### src/rtl/sdcrc_pkg.sv
package sdcrc_pkg;

    localparam int CRC_W = 16;
    localparam logic [CRC_W-1:0] CRC_POLY = 16'h1021;
    localparam int LANES = 4;

    typedef enum logic [1:0] {
        PH_IDLE,
        PH_DATA,
        PH_CRC,
        PH_END
    } phase_e;

    // One serial step of the CRC16 shift register.
    function automatic logic [CRC_W-1:0] crc16_step(input logic [CRC_W-1:0] c,
                                                     input logic b);
        logic fb;
        fb = b ^ c[CRC_W-1];
        return {c[CRC_W-2:0], 1'b0} ^ (fb ? CRC_POLY : '0);
    endfunction

endpackage

### src/rtl/sdcrc_lane.sv
module sdcrc_lane
    import sdcrc_pkg::*;
(
    input  logic             clk,
    input  logic             rst,
    input  logic             clr,
    input  logic             upd,
    input  logic             shift,
    input  logic             bit_in,
    output logic [CRC_W-1:0] crc_o
);

    always_ff @(posedge clk) begin
        if (rst || clr) begin
            crc_o <= '0;
        end else if (upd) begin
            crc_o <= crc16_step(crc_o, bit_in);
        end else if (shift) begin
            crc_o <= {crc_o[CRC_W-2:0], 1'b0};
        end
    end

    // Restart leaves a zero CRC behind.
    assert_lane_clear_R8: assert property (@(posedge clk) disable iff (rst)
        clr |=> (crc_o == '0));

    // Without a strobe the engine keeps its value.
    assert_lane_hold_R7: assert property (@(posedge clk) disable iff (rst)
        (!clr && !upd && !shift) |=> $stable(crc_o));

endmodule

### src/rtl/sdcrc_seq.sv
module sdcrc_seq
    import sdcrc_pkg::*;
#(
    parameter int BLK_BYTES = 512
) (
    input  logic   clk,
    input  logic   rst,
    input  logic   blk_start,
    input  logic   bit_vld,
    input  logic   wide_q,
    output phase_e phase_o,
    output logic   done_o
);

    localparam int NIB_STEPS = BLK_BYTES * 2;
    localparam int BIT_STEPS = BLK_BYTES * 8;
    localparam int CW        = $clog2(BIT_STEPS) + 1;
    localparam logic [CW-1:0] LAST_NIB = CW'(NIB_STEPS - 1);
    localparam logic [CW-1:0] LAST_BIT = CW'(BIT_STEPS - 1);
    localparam logic [CW-1:0] LAST_CRC = CW'(CRC_W - 1);

    logic [CW-1:0] cnt;
    logic [CW-1:0] last_data;

    assign last_data = wide_q ? LAST_NIB : LAST_BIT;

    always_ff @(posedge clk) begin
        if (rst) begin
            phase_o <= PH_IDLE;
            cnt     <= '0;
            done_o  <= 1'b0;
        end else if (blk_start) begin
            phase_o <= PH_DATA;
            cnt     <= '0;
            done_o  <= 1'b0;
        end else begin
            done_o <= 1'b0;
            if (bit_vld) begin
                unique case (phase_o)
                    PH_DATA: begin
                        if (cnt == last_data) begin
                            phase_o <= PH_CRC;
                            cnt     <= '0;
                        end else begin
                            cnt <= cnt + 1'b1;
                        end
                    end
                    PH_CRC: begin
                        if (cnt == LAST_CRC) begin
                            phase_o <= PH_END;
                            cnt     <= '0;
                        end else begin
                            cnt <= cnt + 1'b1;
                        end
                    end
                    PH_END: begin
                        phase_o <= PH_IDLE;
                        done_o  <= 1'b1;
                    end
                    default: ;
                endcase
            end
        end
    end

    assert_done_pulse_R6: assert property (@(posedge clk) disable iff (rst)
        done_o |=> !done_o);

    assert_start_enters_data_R8: assert property (@(posedge clk) disable iff (rst)
        blk_start |=> (phase_o == PH_DATA));

    assert_stall_holds_R7: assert property (@(posedge clk) disable iff (rst)
        (!bit_vld && !blk_start) |=> $stable(phase_o));

    assert_done_from_end_R9: assert property (@(posedge clk) disable iff (rst)
        $rose(done_o) |-> ($past(phase_o) == PH_END));

endmodule

### src/rtl/sdcrc_unit.sv
module sdcrc_unit
    import sdcrc_pkg::*;
#(
    parameter int BLK_BYTES = 512
) (
    input  logic       clk,
    input  logic       rst,
    input  logic       blk_start,
    input  logic       wide_mode,
    input  logic       tx_mode,
    input  logic       bit_vld,
    input  logic [3:0] dat_in,
    output logic [3:0] dat_out,
    output logic       blk_done,
    output logic       crc_ok,
    output logic [3:0] crc_bad
);

    logic             wide_q;
    logic             tx_q;
    phase_e           phase;
    logic [LANES-1:0] active;
    logic [LANES-1:0] msb;
    logic             data_vld;
    logic             crc_vld;
    logic             end_vld;

    assign active   = wide_q ? {LANES{1'b1}} : {{(LANES-1){1'b0}}, 1'b1};
    assign data_vld = bit_vld && !blk_start && (phase == PH_DATA);
    assign crc_vld  = bit_vld && !blk_start && (phase == PH_CRC);
    assign end_vld  = bit_vld && !blk_start && (phase == PH_END);

    sdcrc_seq #(.BLK_BYTES(BLK_BYTES)) u_seq (
        .clk       (clk),
        .rst       (rst),
        .blk_start (blk_start),
        .bit_vld   (bit_vld),
        .wide_q    (wide_q),
        .phase_o   (phase),
        .done_o    (blk_done)
    );

    for (genvar g = 0; g < LANES; g++) begin : g_lane
        logic [CRC_W-1:0] crc;
        sdcrc_lane u_lane (
            .clk    (clk),
            .rst    (rst),
            .clr    (blk_start),
            .upd    (data_vld && active[g]),
            .shift  (crc_vld && active[g]),
            .bit_in (dat_in[g]),
            .crc_o  (crc)
        );
        assign msb[g] = crc[CRC_W-1];
    end

    always_ff @(posedge clk) begin
        if (rst) begin
            wide_q  <= 1'b0;
            tx_q    <= 1'b0;
            dat_out <= '1;
            crc_bad <= '0;
            crc_ok  <= 1'b0;
        end else if (blk_start) begin
            wide_q  <= wide_mode;
            tx_q    <= tx_mode;
            dat_out <= '1;
            crc_bad <= '0;
            crc_ok  <= 1'b0;
        end else if (tx_q) begin
            if (data_vld) begin
                dat_out <= (dat_in & active) | ~active;
            end else if (crc_vld) begin
                dat_out <= (msb & active) | ~active;
            end else if (end_vld) begin
                dat_out <= '1;
            end
        end else begin
            if (crc_vld) begin
                crc_bad <= crc_bad | ((dat_in ^ msb) & active);
            end
            if (end_vld) begin
                crc_ok <= (crc_bad == '0);
            end
        end
    end

    assert_rx_quiet_R5: assert property (@(posedge clk) disable iff (rst)
        !tx_q |-> (dat_out == 4'hF));

    assert_narrow_unused_R3: assert property (@(posedge clk) disable iff (rst)
        !wide_q |-> ((dat_out[3:1] == 3'b111) && (crc_bad[3:1] == 3'b000)));

    assert_pass_matches_R5: assert property (@(posedge clk) disable iff (rst)
        (blk_done && !tx_q) |-> (crc_ok == (crc_bad == '0)));

    assert_end_bit_high_R4: assert property (@(posedge clk) disable iff (rst)
        blk_done |-> (dat_out == 4'hF));

    assert_result_held_R6: assert property (@(posedge clk) disable iff (rst)
        (!blk_start && (phase == PH_IDLE)) |=> ($stable(crc_ok) && $stable(crc_bad)));

endmodule

### config.mk
export PLATFORM = sky130hd
export DESIGN_NAME = sdcrc_unit
export DESIGN_NICKNAME = d
export VERILOG_FILES = /design/src/rtl/sdcrc_pkg.sv /design/src/rtl/sdcrc_lane.sv /design/src/rtl/sdcrc_seq.sv /design/src/rtl/sdcrc_unit.sv
export SDC_FILE = /design/constraint.sdc
export NUM_CORES = 1
export LEC_CHECK = 0
export ABC_AREA = 1
export ABC_CLOCK_PERIOD_IN_PS = 2900
export BUFFER_PORTS_ARGS = -buffer_cell sky130_fd_sc_hd__buf_2
export CAP_MARGIN = 20
export CORE_MARGIN = 1.5
export CORE_UTILIZATION = 34
export DETAILED_ROUTE_END_ITERATION = 10
export PLACE_DENSITY = 0.6
export SLEW_MARGIN = 20
export SYNTH_ARGS = -nofsm -noshare
export SYNTH_HDL_FRONTEND = slang
export SYNTH_HIERARCHICAL = 1
export SYNTH_SLANG_ARGS = --single-unit
### constraint.sdc
create_clock -name clk -period 2.9 [get_ports clk]
set_input_delay 0.145 -clock clk [delete_from_list [all_inputs] [get_ports clk]]
set_output_delay 0.145 -clock clk [all_outputs]
set_load 0.005 [all_outputs]
# [Word-level counts from Yosys, hierarchy flattened]
# Index checks and enable logic that the tools add are counted.
[classes] addsub=1 eq_ne=9 muxes=26 bitwise_logic=18 reduce_logical=32
[ops] op="$mux 16" count=8
[ops] op="$mux 13" count=6
[ops] op="$xor 16x16->16" count=4
[ops] op="$pmux 13 s2" count=1
[ops] op="$mux 4" count=4
[ops] op="$add 13x1->13 const B" count=1
[ops] op="$eq 13x13->1" count=1
[ops] op="$eq 13x4->1 const B" count=1
[ops] op="$and 4x4->4" count=3
[ops] op="$logic_and 1x1->1" count=12
[ops] op="$mux 12" count=1
[ops] op="$or 4x4->4" count=3
[ops] op="$reduce_bool 2->1" count=6
[ops] op="$reduce_and 2->1" count=4
[ops] op="$reduce_and 4->1" count=2
[ops] op="$ne 3x2->1 const B" count=2
[ops] op="$pmux 2 s3" count=1
[ops] op="$reduce_bool 3->1" count=2
[ops] op="$eq 2x2->1 const B" count=2
[ops] op="$logic_not 4->1" count=1
[ops] op="$mux 2" count=2
[ops] op="$ne 2x1->1 const B" count=2
[ops] op="$not 4->4" count=1
[ops] op="$reduce_bool 4->1" count=1
[ops] op="other kinds (9)" count=15
[totals] regBits=91 in_bits=10 out_inout_bits=10 elab_cells=99

# [Depth between registers and ports, before layout]
[logic_depth] word_depth=6 mapped_depth=12

# [Modules after synthesis]
# The synthesis kept the hierarchy.
[by_module_without_submodules] mod="sdcrc_lane" instances=4 cells_per_inst=89 area_per_inst_um2=654.4 seq_area_each_um2=320.3
[by_module_without_submodules] mod="sdcrc_seq" instances=1 cells_per_inst=135 area_per_inst_um2=940.9 seq_area_each_um2=320.3
[by_module_without_submodules] mod="sdcrc_unit" instances=1 cells_per_inst=100 area_per_inst_um2=660.6 seq_area_each_um2=220.2

# [Worst setup path after synthesis]
# Ideal clock, no wire load.
[synth_path] path_type="register to register" start="reg u_seq.phase_o[0]" end="reg g_lane[1].u_lane.crc_o[15]" arrival_ps=2205 t_required_ps=2833 setup_slack_ps=629 path_stages_with_launch=8 period_less_slack_ps=2271 path_cell_list="dfxtp_1 nand2_1 nor3_1 nor2_4 inv_2 buf_6 nand2_1 a21oi_2"
[synth_via] elab_chain_len=4
[synth_lines] item="start, declared" line_no="sdcrc_seq.sv:11" text="output phase_e phase_o,"
[synth_lines] item="start signal, assigned" line_no="sdcrc_seq.sv:29" text="phase_o <= PH_IDLE;"
[synth_lines] item="start signal, assigned" line_no="sdcrc_seq.sv:33" text="phase_o <= PH_DATA;"
[synth_lines] item="start signal, assigned" line_no="sdcrc_seq.sv:42" text="phase_o <= PH_CRC;"
[synth_lines] item="$eq 2x1->1 or $eq 2x2->1 (tied branches)" line_no="sdcrc_unit.sv:29, sdcrc_unit.sv:30"
[synth_lines] item="$logic_and 1x1->1, on equally long branches" line_no="sdcrc_unit.sv:29, sdcrc_unit.sv:30"
[synth_lines] item="$logic_and 1x1->1, on equally long branches" line_no="sdcrc_unit.sv:49, sdcrc_unit.sv:50"
[synth_lines] item="$mux 16 or $reduce_bool 2->1 (tied branches)"
[synth_lines] item="end signal, assigned" line_no="sdcrc_lane.sv:17" text="crc_o <= crc16_step(crc_o, bit_in);"
[synth_lines] item="end signal, assigned" line_no="sdcrc_lane.sv:19" text="crc_o <= {crc_o[CRC_W-2:0], 1'b0};"
[synth_lines] item="end, declared" line_no="sdcrc_lane.sv:10" text="output logic [CRC_W-1:0] crc_o"
# Several ways; a longest one is shown, not always the timed one.
# A chain may end at the register's enable or synchronous reset.

# [Worst setup path after layout]
[layout_path] start="reg u_seq.phase_o[1]" end="reg g_lane[3].u_lane.crc_o[5]"
[layout_via] elab_chain_len=4
[layout_lines] item="$eq 2x1->1 or $eq 2x2->1 (tied branches)" line_no="sdcrc_unit.sv:29, sdcrc_unit.sv:30"
[layout_lines] item="$logic_and 1x1->1, on equally long branches" line_no="sdcrc_unit.sv:29, sdcrc_unit.sv:30"
[layout_lines] item="$logic_and 1x1->1, on equally long branches" line_no="sdcrc_unit.sv:49, sdcrc_unit.sv:50"
[layout_lines] item="$mux 16 or $reduce_bool 2->1 (tied branches)"
[layout_lines] item="end signal, assigned" line_no="sdcrc_lane.sv:17"
[layout_lines] item="end signal, assigned" line_no="sdcrc_lane.sv:19"
[layout_lines] item="end, declared" line_no="sdcrc_lane.sv:10"
# Several ways; a longest one is shown, not always the timed one.

==> flow_summary.ini <==
[logic_synthesis]
synth_edf_count = 0
ys.flop_type = dfxtp_1
synthTopCellsByCount = nand2_1 (193), dfxtp_1 (91), inv_1 (72), a21oi_1 (64), nor2_1 (57)
yosys.cell_count.top_type = nand2_1
ys_seq_elements = 91
netlist.top_cell.by_area = dfxtp_1
synthDistinctLibCells = 28
synth_cells = 591
ys_warn_count = 6
synth.area.top_cells = dfxtp_1 (43%), nand2_1 (17%), a21oi_1 (7.6%), inv_1 (6.4%), nor2_1 (5.1%)
synthArstFlopShare = 0
synth_nets = 607
ys_seq_area_frac = 0.4318
synth_top_area_frac = 0.4318
synth.avg_cell_area_um2 = 7.139
netlist_area_mm2 = 0.004219

[cts]
clk_latency_ns = 0.34
cts_resized = 0
cts_tree = built
ctsHoldBuffers = 0
root_buffer = clkbuf_16
clkTransAtPathRegs_ns = 0.06
cts.sinks = 91
cts_max_path_buffers = 2
htreeDepth = 3
cts-buffers-inserted = 9
cts_setup_buffers = 0

[critical_path]
arrival_ns = 2.58
cp.required_ns = 3.13
startpoint_type = flop
critical_path_class = reg -> reg
reg2reg_depth = 7
end_kind = flop
cp_max_fo = 17

[floorplan]
start_util = 0.3498
num_io_pins = 20
fp.dieArea_mm2 = 0.01309
die_w_um = 114.4
core_area_mm2 = 0.01206
die_h_um = 114.4
rows = 40

[drt]
drt-total-wl_um = 8279
avgRoutedWirePerCell_um = 10.61
drt_iter0_markers = 272
drt_first_pass_iters = 4
drc = 0
vias = 3547
postRouteAntennaNets = 0
vias_per_cell = 4.547

[pwr]
seqPwrFrac = 0.502
finalPower_w = 0.002526
p_comb_frac = 0.051
powerDensity_mw_per_mm2 = 536.9
p_sw_w = 0.0005568
switching_share = 0.2204
pwr-share-clk = 0.448
p_int_w = 0.001969
power_leakage_nw = 1.740
peakVddDrop_mv = 0.2388

[final_layout]
finalNetCount = 625
diodes = 0
fillers = 1248
area_growth_pct = 11.51
drive_above_1_share = 0.1258
design_area_mm2 = 0.004705

[timing]
rsz0062_at_grt = no
tightest_slew_ns = 0.9615
fmax_mhz = 425.6
min_period_ns = 2.349
fin_ws_ns = 0.5506
fin_tns_setup_ns = 0
setup_viol = 0
hold_ws_ns = 0.1294
min_period_over_period = 0.8102
slew_headroom = 0.3541
hold_violations = 0
skew_ns = 0.004918
finalMaxSlewViolations = 0

[placement]
place_congestion = 0.8472
io_buffers = 19
dpl_worst_slack_ns = 0.5658
hpwl_um = 5866
post_dp_cell_area_mm2 = 0.004422

[global_route]
grt_usage = 0.1362
antenna_found_initial = 0
grt_pass1_vias = 3219
grt_max_degree = 18
overflow = 0
grt_pass1_wl_um = 14390

[worst_hold_path]
hold_depth = 3
hold_path.class = in -> reg

[flow_run]
max-cap-violations = 0

[status]
status = completed
per-layer routing:
| layer | global-route usage | routed length [um] | up-vias |
|---|---|---|---|
| met5 | 0 | 0 | - |
| li1 | - | - | 1879 |
| met1 | 0.1712 | 4063 | 1617 |
| met2 | 0.2220 | 3764 | 41 |
| met3 | 0.03600 | 315 | 10 |
| met4 | 0.05500 | 136 | 0 |
critical path, cell delays in order, from the launching register on:
cell	delay [ns]
dfxtp_1	0.49
nand2_1	0.21
nor3_1	0.77
nor2_4	0.21
inv_2	0.27
nand2_1	0.09
nor2_1	0.13
nor2_1	0.06
sequential cells by signal, indices dropped and copies added, names as in the netlist:
name	flops
wide_q	1
g_lane.u_lane/crc_o	64
dat_out	4
crc_ok	1
u_seq/cnt	13
tx_q	1
u_seq/done_o	1
u_seq/phase_o	2
crc_bad	4
cells in the final DEF, fill, tap and decap left out, drive strengths merged, types with 6 or more instances in the layout:
cell	count
nand2	199
dfxtp	91
inv	80
a21oi	77
nor2	68
buf	20
nand3	18
nand4	12
clkbuf	11
nor3	11
xor2	6
ha	6
worst paths after layout:
path                                       start                   endpoint  slack [ns]
worst max-delay path            u_seq/phase_o[1]  g_lane[3].u_lane/crc_o[5]        0.55
worst min-delay path                     tx_mode                       tx_q        0.13
worst max register to register  u_seq/phase_o[1]  g_lane[3].u_lane/crc_o[5]        0.55
worst min register to register        dat_out[0]                 dat_out[0]        0.45
kinds of logic after synthesis:
group,after synthesis,share of synthesized area
DFF,91,0.4318
adders and majority gates,6,0.01779
AOI/OAI and AO/OA,87,0.1183
xor gates and xnor gates,6,0.01246
and+or+nand+nor,308,0.3200
buffers and inverters,93,0.09965
final cells by class:
cell class,instances,area [um2],share of cell area
clock buffer,11,242.7,0.05160
clock inverter,3,40.04,0.008511
inverter,80,305.3,0.06489
multi-input combinational,407,1982,0.4213
sequential,91,1822,0.3872
tap,168,210.2,0.04468
timing repair buffer,20,102.6,0.02181
power by group through the flow:
stage / logic, W / registers [W] / clock network [W]
floorplan: 0.0000998 / 0.00129 / 0
global placement: 0.000125 / 0.00129 / 0
detailed placement: 0.000128 / 0.00130 / 0
CTS: 0.000128 / 0.00127 / 0.00118
global route: 0.000144 / 0.00127 / 0.00122
finish: 0.000128 / 0.00127 / 0.00113
stage by stage:
step           utilization  instances
6_report            0.3900        780
3_5_place_dp        0.3666        766
4_1_cts             0.3900        780
2_1_floorplan            -        591
5_1_grt             0.3900        780
3_3_place_gp        0.3666        766
Power figures use the tool's default switching activity.
